[src/rtl/mcell_pkg.sv]
`timescale 1ns/1ps
package mcell_pkg;
  typedef enum logic [2:0] {
    MODE_D     = 3'd0,
    MODE_T     = 3'd1,
    MODE_JK    = 3'd2,
    MODE_SR    = 3'd3,
    MODE_LATCH = 3'd4
  } storeMode_e;

  typedef enum logic [1:0] {
    CLR_NONE   = 2'd0,
    CLR_PIN    = 2'd1,
    CLR_TERM   = 2'd2,
    CLR_EITHER = 2'd3
  } clrSel_e;

  // strobes from control to datapath
  typedef struct packed {
    logic tick;    // qualified cell clock edge, flip-flop modes
    logic pass;    // latch transparent this cycle
    logic clear;   // resolved asynchronous clear
    logic preset;  // resolved asynchronous set
  } cellStrobe_t;
endpackage

[src/rtl/mcell_ctrl.sv]
`timescale 1ns/1ps
module mcell_ctrl
  import mcell_pkg::*;
#(
  parameter int OE_PINS = 2
) (
  input  logic                           sysClk,
  input  logic                           rst_n,
  input  logic [2:0]                     cfgMode,
  input  logic                           cfgClkSel,
  input  logic                           cfgCeUse,
  input  logic [1:0]                     cfgRstSel,
  input  logic                           cfgPresetUse,
  input  logic [$clog2(OE_PINS+3)-1:0]   cfgOeSel,
  input  logic                           gclkPin,
  input  logic                           gclrN,
  input  logic [OE_PINS-1:0]             oePinN,
  input  logic                           clkTerm,
  input  logic                           ceTerm,
  input  logic                           rstTerm,
  input  logic                           presetTerm,
  input  logic                           oeTerm,
  output cellStrobe_t                    strobe,
  output logic                           outEn
);
  localparam int TERM_CODE = OE_PINS + 2;

  logic clkLvl;
  logic clkPrev;
  logic ceOk;
  logic isLatch;
  logic clearAct;
  logic [OE_PINS-1:0] pinHit;

  assign clkLvl  = cfgClkSel ? clkTerm : gclkPin;
  assign ceOk    = (!cfgClkSel && cfgCeUse) ? ceTerm : 1'b1;
  assign isLatch = (cfgMode == MODE_LATCH);

  always_ff @(posedge sysClk or negedge rst_n) begin
    if (!rst_n) clkPrev <= 1'b0;
    else        clkPrev <= clkLvl;
  end

  always_comb begin
    case (clrSel_e'(cfgRstSel))
      CLR_PIN:    clearAct = ~gclrN;
      CLR_TERM:   clearAct = rstTerm;
      CLR_EITHER: clearAct = ~gclrN | rstTerm;
      default:    clearAct = 1'b0;
    endcase
  end

  assign strobe.tick   = clkLvl & ~clkPrev & ceOk & ~isLatch;
  assign strobe.pass   = isLatch & clkLvl;
  assign strobe.clear  = clearAct;
  assign strobe.preset = cfgPresetUse & presetTerm;

  // one enable candidate per pin
  for (genvar p = 0; p < OE_PINS; p++) begin : g_oePin
    assign pinHit[p] = (int'(cfgOeSel) == p + 2) & ~oePinN[p];
  end

  always_comb begin
    if (int'(cfgOeSel) == 0)              outEn = 1'b1;
    else if (int'(cfgOeSel) == TERM_CODE) outEn = oeTerm;
    else                                  outEn = |pinHit;
  end
endmodule

[src/rtl/mcell_dpath.sv]
`timescale 1ns/1ps
module mcell_dpath
  import mcell_pkg::*;
(
  input  logic        sysClk,
  input  logic        rst_n,
  input  cellStrobe_t strobe,
  input  logic [2:0]  cfgMode,
  input  logic        cfgDataSel,
  input  logic [1:0]  cfgXorSel,
  input  logic        cfgOutReg,
  input  logic        sumIn,
  input  logic        xorTerm,
  input  logic        dataTerm,
  input  logic        auxTerm,
  output logic        outVal,
  output logic        fbVal
);
  logic stateReg;
  logic xorOp;
  logic xorOut;
  logic dIn;
  logic nextFf;
  logic qNow;

  always_comb begin
    case (cfgXorSel)
      2'd0:    xorOp = 1'b0;
      2'd1:    xorOp = 1'b1;
      default: xorOp = xorTerm;
    endcase
  end

  assign xorOut = sumIn ^ xorOp;
  assign dIn    = cfgDataSel ? dataTerm : xorOut;

  always_comb begin
    case (storeMode_e'(cfgMode))
      MODE_T:  nextFf = stateReg ^ dIn;
      MODE_JK: nextFf = (dIn & ~stateReg) | (~auxTerm & stateReg);
      MODE_SR: nextFf = (dIn & auxTerm) ? stateReg : (dIn | (stateReg & ~auxTerm));
      default: nextFf = dIn;
    endcase
  end

  // clear beats set, both beat the latch path
  always_comb begin
    if (strobe.clear)       qNow = 1'b0;
    else if (strobe.preset) qNow = 1'b1;
    else if (strobe.pass)   qNow = dIn;
    else                    qNow = stateReg;
  end

  always_ff @(posedge sysClk or negedge rst_n) begin
    if (!rst_n)           stateReg <= 1'b0;
    else if (strobe.clear || strobe.preset || strobe.pass)
                          stateReg <= qNow;
    else if (strobe.tick) stateReg <= nextFf;
  end

  assign outVal = cfgOutReg ? qNow : xorOut;
  assign fbVal  = (cfgOutReg || cfgDataSel) ? qNow : xorOut;
endmodule

[src/rtl/mcell_reg.sv]
`timescale 1ns/1ps
module mcell_reg
  import mcell_pkg::*;
#(
  parameter int OE_PINS = 2
) (
  input  logic                         sysClk,
  input  logic                         rst_n,
  input  logic [2:0]                   cfgMode,
  input  logic                         cfgClkSel,
  input  logic                         cfgCeUse,
  input  logic [1:0]                   cfgRstSel,
  input  logic                         cfgPresetUse,
  input  logic                         cfgDataSel,
  input  logic [1:0]                   cfgXorSel,
  input  logic                         cfgOutReg,
  input  logic [$clog2(OE_PINS+3)-1:0] cfgOeSel,
  input  logic                         gclkPin,
  input  logic                         gclrN,
  input  logic [OE_PINS-1:0]           oePinN,
  input  logic                         sumIn,
  input  logic                         xorTerm,
  input  logic                         dataTerm,
  input  logic                         auxTerm,
  input  logic                         clkTerm,
  input  logic                         ceTerm,
  input  logic                         rstTerm,
  input  logic                         presetTerm,
  input  logic                         oeTerm,
  output logic                         outVal,
  output logic                         fbVal,
  output logic                         outEn
);
  cellStrobe_t strobe;

  mcell_ctrl #(.OE_PINS(OE_PINS)) ctrl_i (
    .sysClk(sysClk), .rst_n(rst_n), .cfgMode(cfgMode), .cfgClkSel(cfgClkSel),
    .cfgCeUse(cfgCeUse), .cfgRstSel(cfgRstSel), .cfgPresetUse(cfgPresetUse),
    .cfgOeSel(cfgOeSel), .gclkPin(gclkPin), .gclrN(gclrN), .oePinN(oePinN),
    .clkTerm(clkTerm), .ceTerm(ceTerm), .rstTerm(rstTerm),
    .presetTerm(presetTerm), .oeTerm(oeTerm), .strobe(strobe), .outEn(outEn)
  );

  mcell_dpath dpath_i (
    .sysClk(sysClk), .rst_n(rst_n), .strobe(strobe), .cfgMode(cfgMode),
    .cfgDataSel(cfgDataSel), .cfgXorSel(cfgXorSel), .cfgOutReg(cfgOutReg),
    .sumIn(sumIn), .xorTerm(xorTerm), .dataTerm(dataTerm), .auxTerm(auxTerm),
    .outVal(outVal), .fbVal(fbVal)
  );
endmodule

[config.mk]
export PLATFORM = sky130hd
export DESIGN_NAME = mcell_reg
export DESIGN_NICKNAME = d
export VERILOG_FILES = /design/src/rtl/mcell_pkg.sv /design/src/rtl/mcell_ctrl.sv /design/src/rtl/mcell_dpath.sv /design/src/rtl/mcell_reg.sv
export SDC_FILE = /design/constraint.sdc
export NUM_CORES = 1
export LEC_CHECK = 0
export CORE_AREA = 2 2 39 41
export CTS_CLUSTER_SIZE = 14
export DETAILED_ROUTE_END_ITERATION = 7
export DIE_AREA = 0 0 41 43
export DONT_BUFFER_PORTS = 1
export GPL_ROUTABILITY_DRIVEN = 0
export HOLD_SLACK_MARGIN = 0.1
export PLACE_DENSITY = 0.46
export SETUP_SLACK_MARGIN = 0.15
export SYNTH_ARGS = -nofsm -noshare
export SYNTH_HDL_FRONTEND = slang
export SYNTH_SLANG_ARGS = --single-unit
[constraint.sdc]
create_clock -name sysClk -period 2.4 [get_ports sysClk]
set_input_delay 0.24 -clock sysClk [delete_from_list [all_inputs] [get_ports sysClk]]
set_output_delay 0.24 -clock sysClk [all_outputs]
set_load 0.005 [all_outputs]
==> reports/results.txt <==
Wire length of the first global-routing pass: 1240 um
Fin. Hold Viols: 0
TritonRoute pass-1 iters: 4
Crit path DAT: 1760 ps
Min cycle time layout: 1630 ps
Largest family of logic cells by synthesized area: simple AND/OR/NAND/NOR gates
Status: completed
Compound-Gate Fraction of Synth Area: 0.264
Die Y: 43 um
IO Port Bufs: 0
Min-Delay Path Class: in2reg
Synth Area in XOR/XNOR: 0.0253
Worst Setup Slack, final: 771 ps
Final core utilization: 0.288
Layout Skew: 0.671 ps
Largest net degree at the start of global routing: 7
Initial core utilization: 0.250
Slew Viols, Final: 0
Post-Layout Inst Area: 399 um2
Synth Register Bits: 2
Vias post-DR: 357
Post-synthesis adder-cell area fraction: 0.0361
Final WL: 772 um
Syn Inst Count: 45
YS warnings: 0
Fmax: 614 MHz
Crit Path Class: in2reg
Pre-CTS setup slack: 528 ps
TNS Setup: 0 ps
Sequential-to-total area share from yosys stat: 0.144
Gates resized, CTS repair: 0
Synth cell types: 28
Detailed-route DRC error count: 0
Crit. path cell count: 8
Placed cell area: 367 um2
RSZ-0062 raised after global routing: no
Final setup fails: 0
Period utilization: 0.679
Slew @ Worst Pin: 376 ps
VDD IR-drop max: 0.258 mV
Startpoint Class: primary input
Syn_nets: 76
Worst hold path stage count: 2
Synth top area share: 0.144
WL per Instance: 11.9 um
Total gr overflow: 0
CP top delay family: multiplexers
Max-Cap Viols: 0
Clock latency at the later pin of the worst-skew pair: 230 ps
Die W: 41 um
Setup bufs post-CTS: 0
R2R cell count: 6
Row count: 14
Worst Path Required: 2530 ps
TritonCTS Buffers: 3
CTS Sinks: 2
Relative slew margins: 0.747
CTS Root Cell: clkbuf_4
# fillers: 156
CTS max path bufs: 2
Critical path fanouts, max: 3
Slowest stage cell, crit path: mux2i_1
Simple-Gate Fraction of Synth Area: 0.332
Core ar.: 1380 um2
I/O pin cnt: 33
Delay of the slowest critical-path stage: 310 ps
Htree depth: 1
Worst setup EP type: flop
Die area: 1760 um2
Nets@finish: 82
Share of layout cells above drive strength 1: 0.102
Mapped Area: 347 um2
Antenna violations before repair: 0
Leakage: 0.160 nW
Iter 0 DRT Violations: 8
Synthesis-to-finish area growth: 15.2%
Bufs and invs on worst path: 0
Via-to-Cell Ratio: 5.49
Avg Inst Size Synth: 7.70 um2
HPWL Detailed: 683 um
Reg clk slew, reported paths: 30 ps
Vias in the first global route: 325
Crit path cell chain: mux2i_2 > mux2i_1 > nand2_1 > ha_1 > nor3b_1 > a21oi_1 > a2bb2oi_1 > o31ai_1
Synth top area cells: dfrtp_1 (14%), mux2i_1 (12%), nand2_1 (6.5%)
# diodes: 0
Portion of netlist area occupied by mux cells: 0.155
Pwr dens: 444 nW/um2
CTS tree: yes
Antenna Nets Post-Route: 0
Top cell type by total area after synthesis: dfrtp_1
GR Util All Layers: 0.105
[cell type report]
| class | count | area [um2] | area share |
|---|---|---|---|
| clock buffers | 3 | 22.5 | 0.0564 |
| inverters | 4 | 15.0 | 0.0376 |
| multi-input cells | 39 | 282 | 0.705 |
| flip-flops and latches | 2 | 50.0 | 0.125 |
| well taps | 16 | 20.0 | 0.0502 |
| repair buffers | 1 | 10.0 | 0.0251 |
[cells in the final DEF, fill, tap and decap left out]
| cell type | n |
|---|---|
| nor2b_1 | 1 |
| a21oi_1 | 3 |
| nor4_1 | 1 |
| xor2_1 | 1 |
| dfrtp_1 | 2 |
| o211ai_1 | 1 |
| nand3_1 | 1 |
| o32ai_1 | 1 |
| a22oi_1 | 1 |
| o31ai_1 | 1 |
| nand2_1 | 6 |
| clkbuf_4 | 3 |
| and2b_1 | 1 |
| ha_1 | 1 |
| a2bb2oi_1 | 1 |
| a21boi_0 | 1 |
| nor3b_2 | 1 |
| nand4b_1 | 2 |
| o22a_1 | 1 |
| dlygate4sd3_1 | 1 |
| nor3b_1 | 2 |
| inv_1 | 4 |
| nor2_1 | 2 |
| o21ai_0 | 1 |
| o22ai_1 | 1 |
| and4_1 | 1 |
| a32oi_1 | 1 |
| mux2i_1 | 4 |
| mux2i_2 | 1 |
| or2_1 | 1 |
[metal layers]
metal  global-route usage  wire (um)  up-vias
li1                     -          -      183
met1                0.141        331      149
met2                0.138        326       25
met3               0.0733        114        0
met4               0.0200          0        0
met5                    0          0        -
[sequential cells by signal (all words and copies together) (netlist names)]
signal / count
ctrl_i.clkPrev: 1
dpath_i.stateReg: 1
[cell usage after synthesis]
| cell type | n |
|---|---|
| dfrtp_1 | 2 |
| nand2_1 | 6 |
| a22oi_1 | 1 |
| mux2i_1 | 4 |
| xor2_1 | 1 |
| nand4b_1 | 2 |
| nor4_1 | 1 |
| nor3b_2 | 1 |
| nand3_1 | 1 |
| o22a_1 | 1 |
| o22ai_1 | 1 |
| mux2i_2 | 1 |
| nor2_1 | 2 |
| o32ai_1 | 1 |
| nor3b_1 | 2 |
| a32oi_1 | 1 |
| and4_1 | 1 |
| and2b_1 | 1 |
| a2bb2oi_1 | 1 |
| o211ai_1 | 1 |
| inv_1 | 4 |
| or2_1 | 1 |
| ha_1 | 1 |
| a21oi_1 | 3 |
| nor2b_1 | 1 |
| o31ai_1 | 1 |
| a21boi_0 | 1 |
| o21ai_0 | 1 |
[what timing repair did]
action | CTS | global route
hold buffers | 1 | 0
setup endpoints to repair | 0 | 0
hold endpoints to repair | 2 | 0
[kinds of logic (layout without fill, tap and decap cells)]
family                   count (synthesis)  after routing
AO/OA/AOI/OAI                           13             13
XOR/XNOR                                 1              1
adder cells (fa/ha/maj)                  1              1
buffers and inverters                    4              8
flip-flops                               2              2
multiplexers                             5              5
AND/OR/NAND/NOR                         19             19
[per-stage QoR]
step | total power [mW] | instances | hold slack (ps)
after floorplan | 0.0911 | 45 | -55.6
after global placement | 0.0997 | 61 | -55.5
after detailed placement | 0.100 | 61 | -55.5
after CTS | 0.181 | 65 | 173
after global routing | 0.196 | 65 | 188
final | 0.177 | 65 | 176
[worst register-to-register path: stages (launching register included)]
cell	delay, ps
dfrtp_1	350
inv_1	70
ha_1	290
nor3b_1	180
a21oi_1	60
a2bb2oi_1	130
o31ai_1	210
[power breakdown]
| part | total (mW) | leakage, nW | internal, mW | switching (mW) |
|---|---|---|---|---|
| Clock | 0.0763 | 0.0138 | 0.0553 | 0.0210 |
| Sequential | 0.0413 | 0.0246 | 0.0386 | 0.00275 |
| Combinational | 0.0598 | 0.122 | 0.0306 | 0.0291 |
| Total | 0.177 | 0.160 | 0.124 | 0.0529 |
[path summary, 6_finish.rpt]
check,from,to,slack (ps)
max reg2reg,dpath_i.stateReg,dpath_i.stateReg,1020
min,gclkPin,ctrl_i.clkPrev,180
min reg2reg,ctrl_i.clkPrev,dpath_i.stateReg,630
max,cfgXorSel[1],dpath_i.stateReg,770
max in group asynchronous,rst_n,ctrl_i.clkPrev,2020
min in group asynchronous,rst_n,dpath_i.stateReg,250
Power figures use the tool's default switching activity.
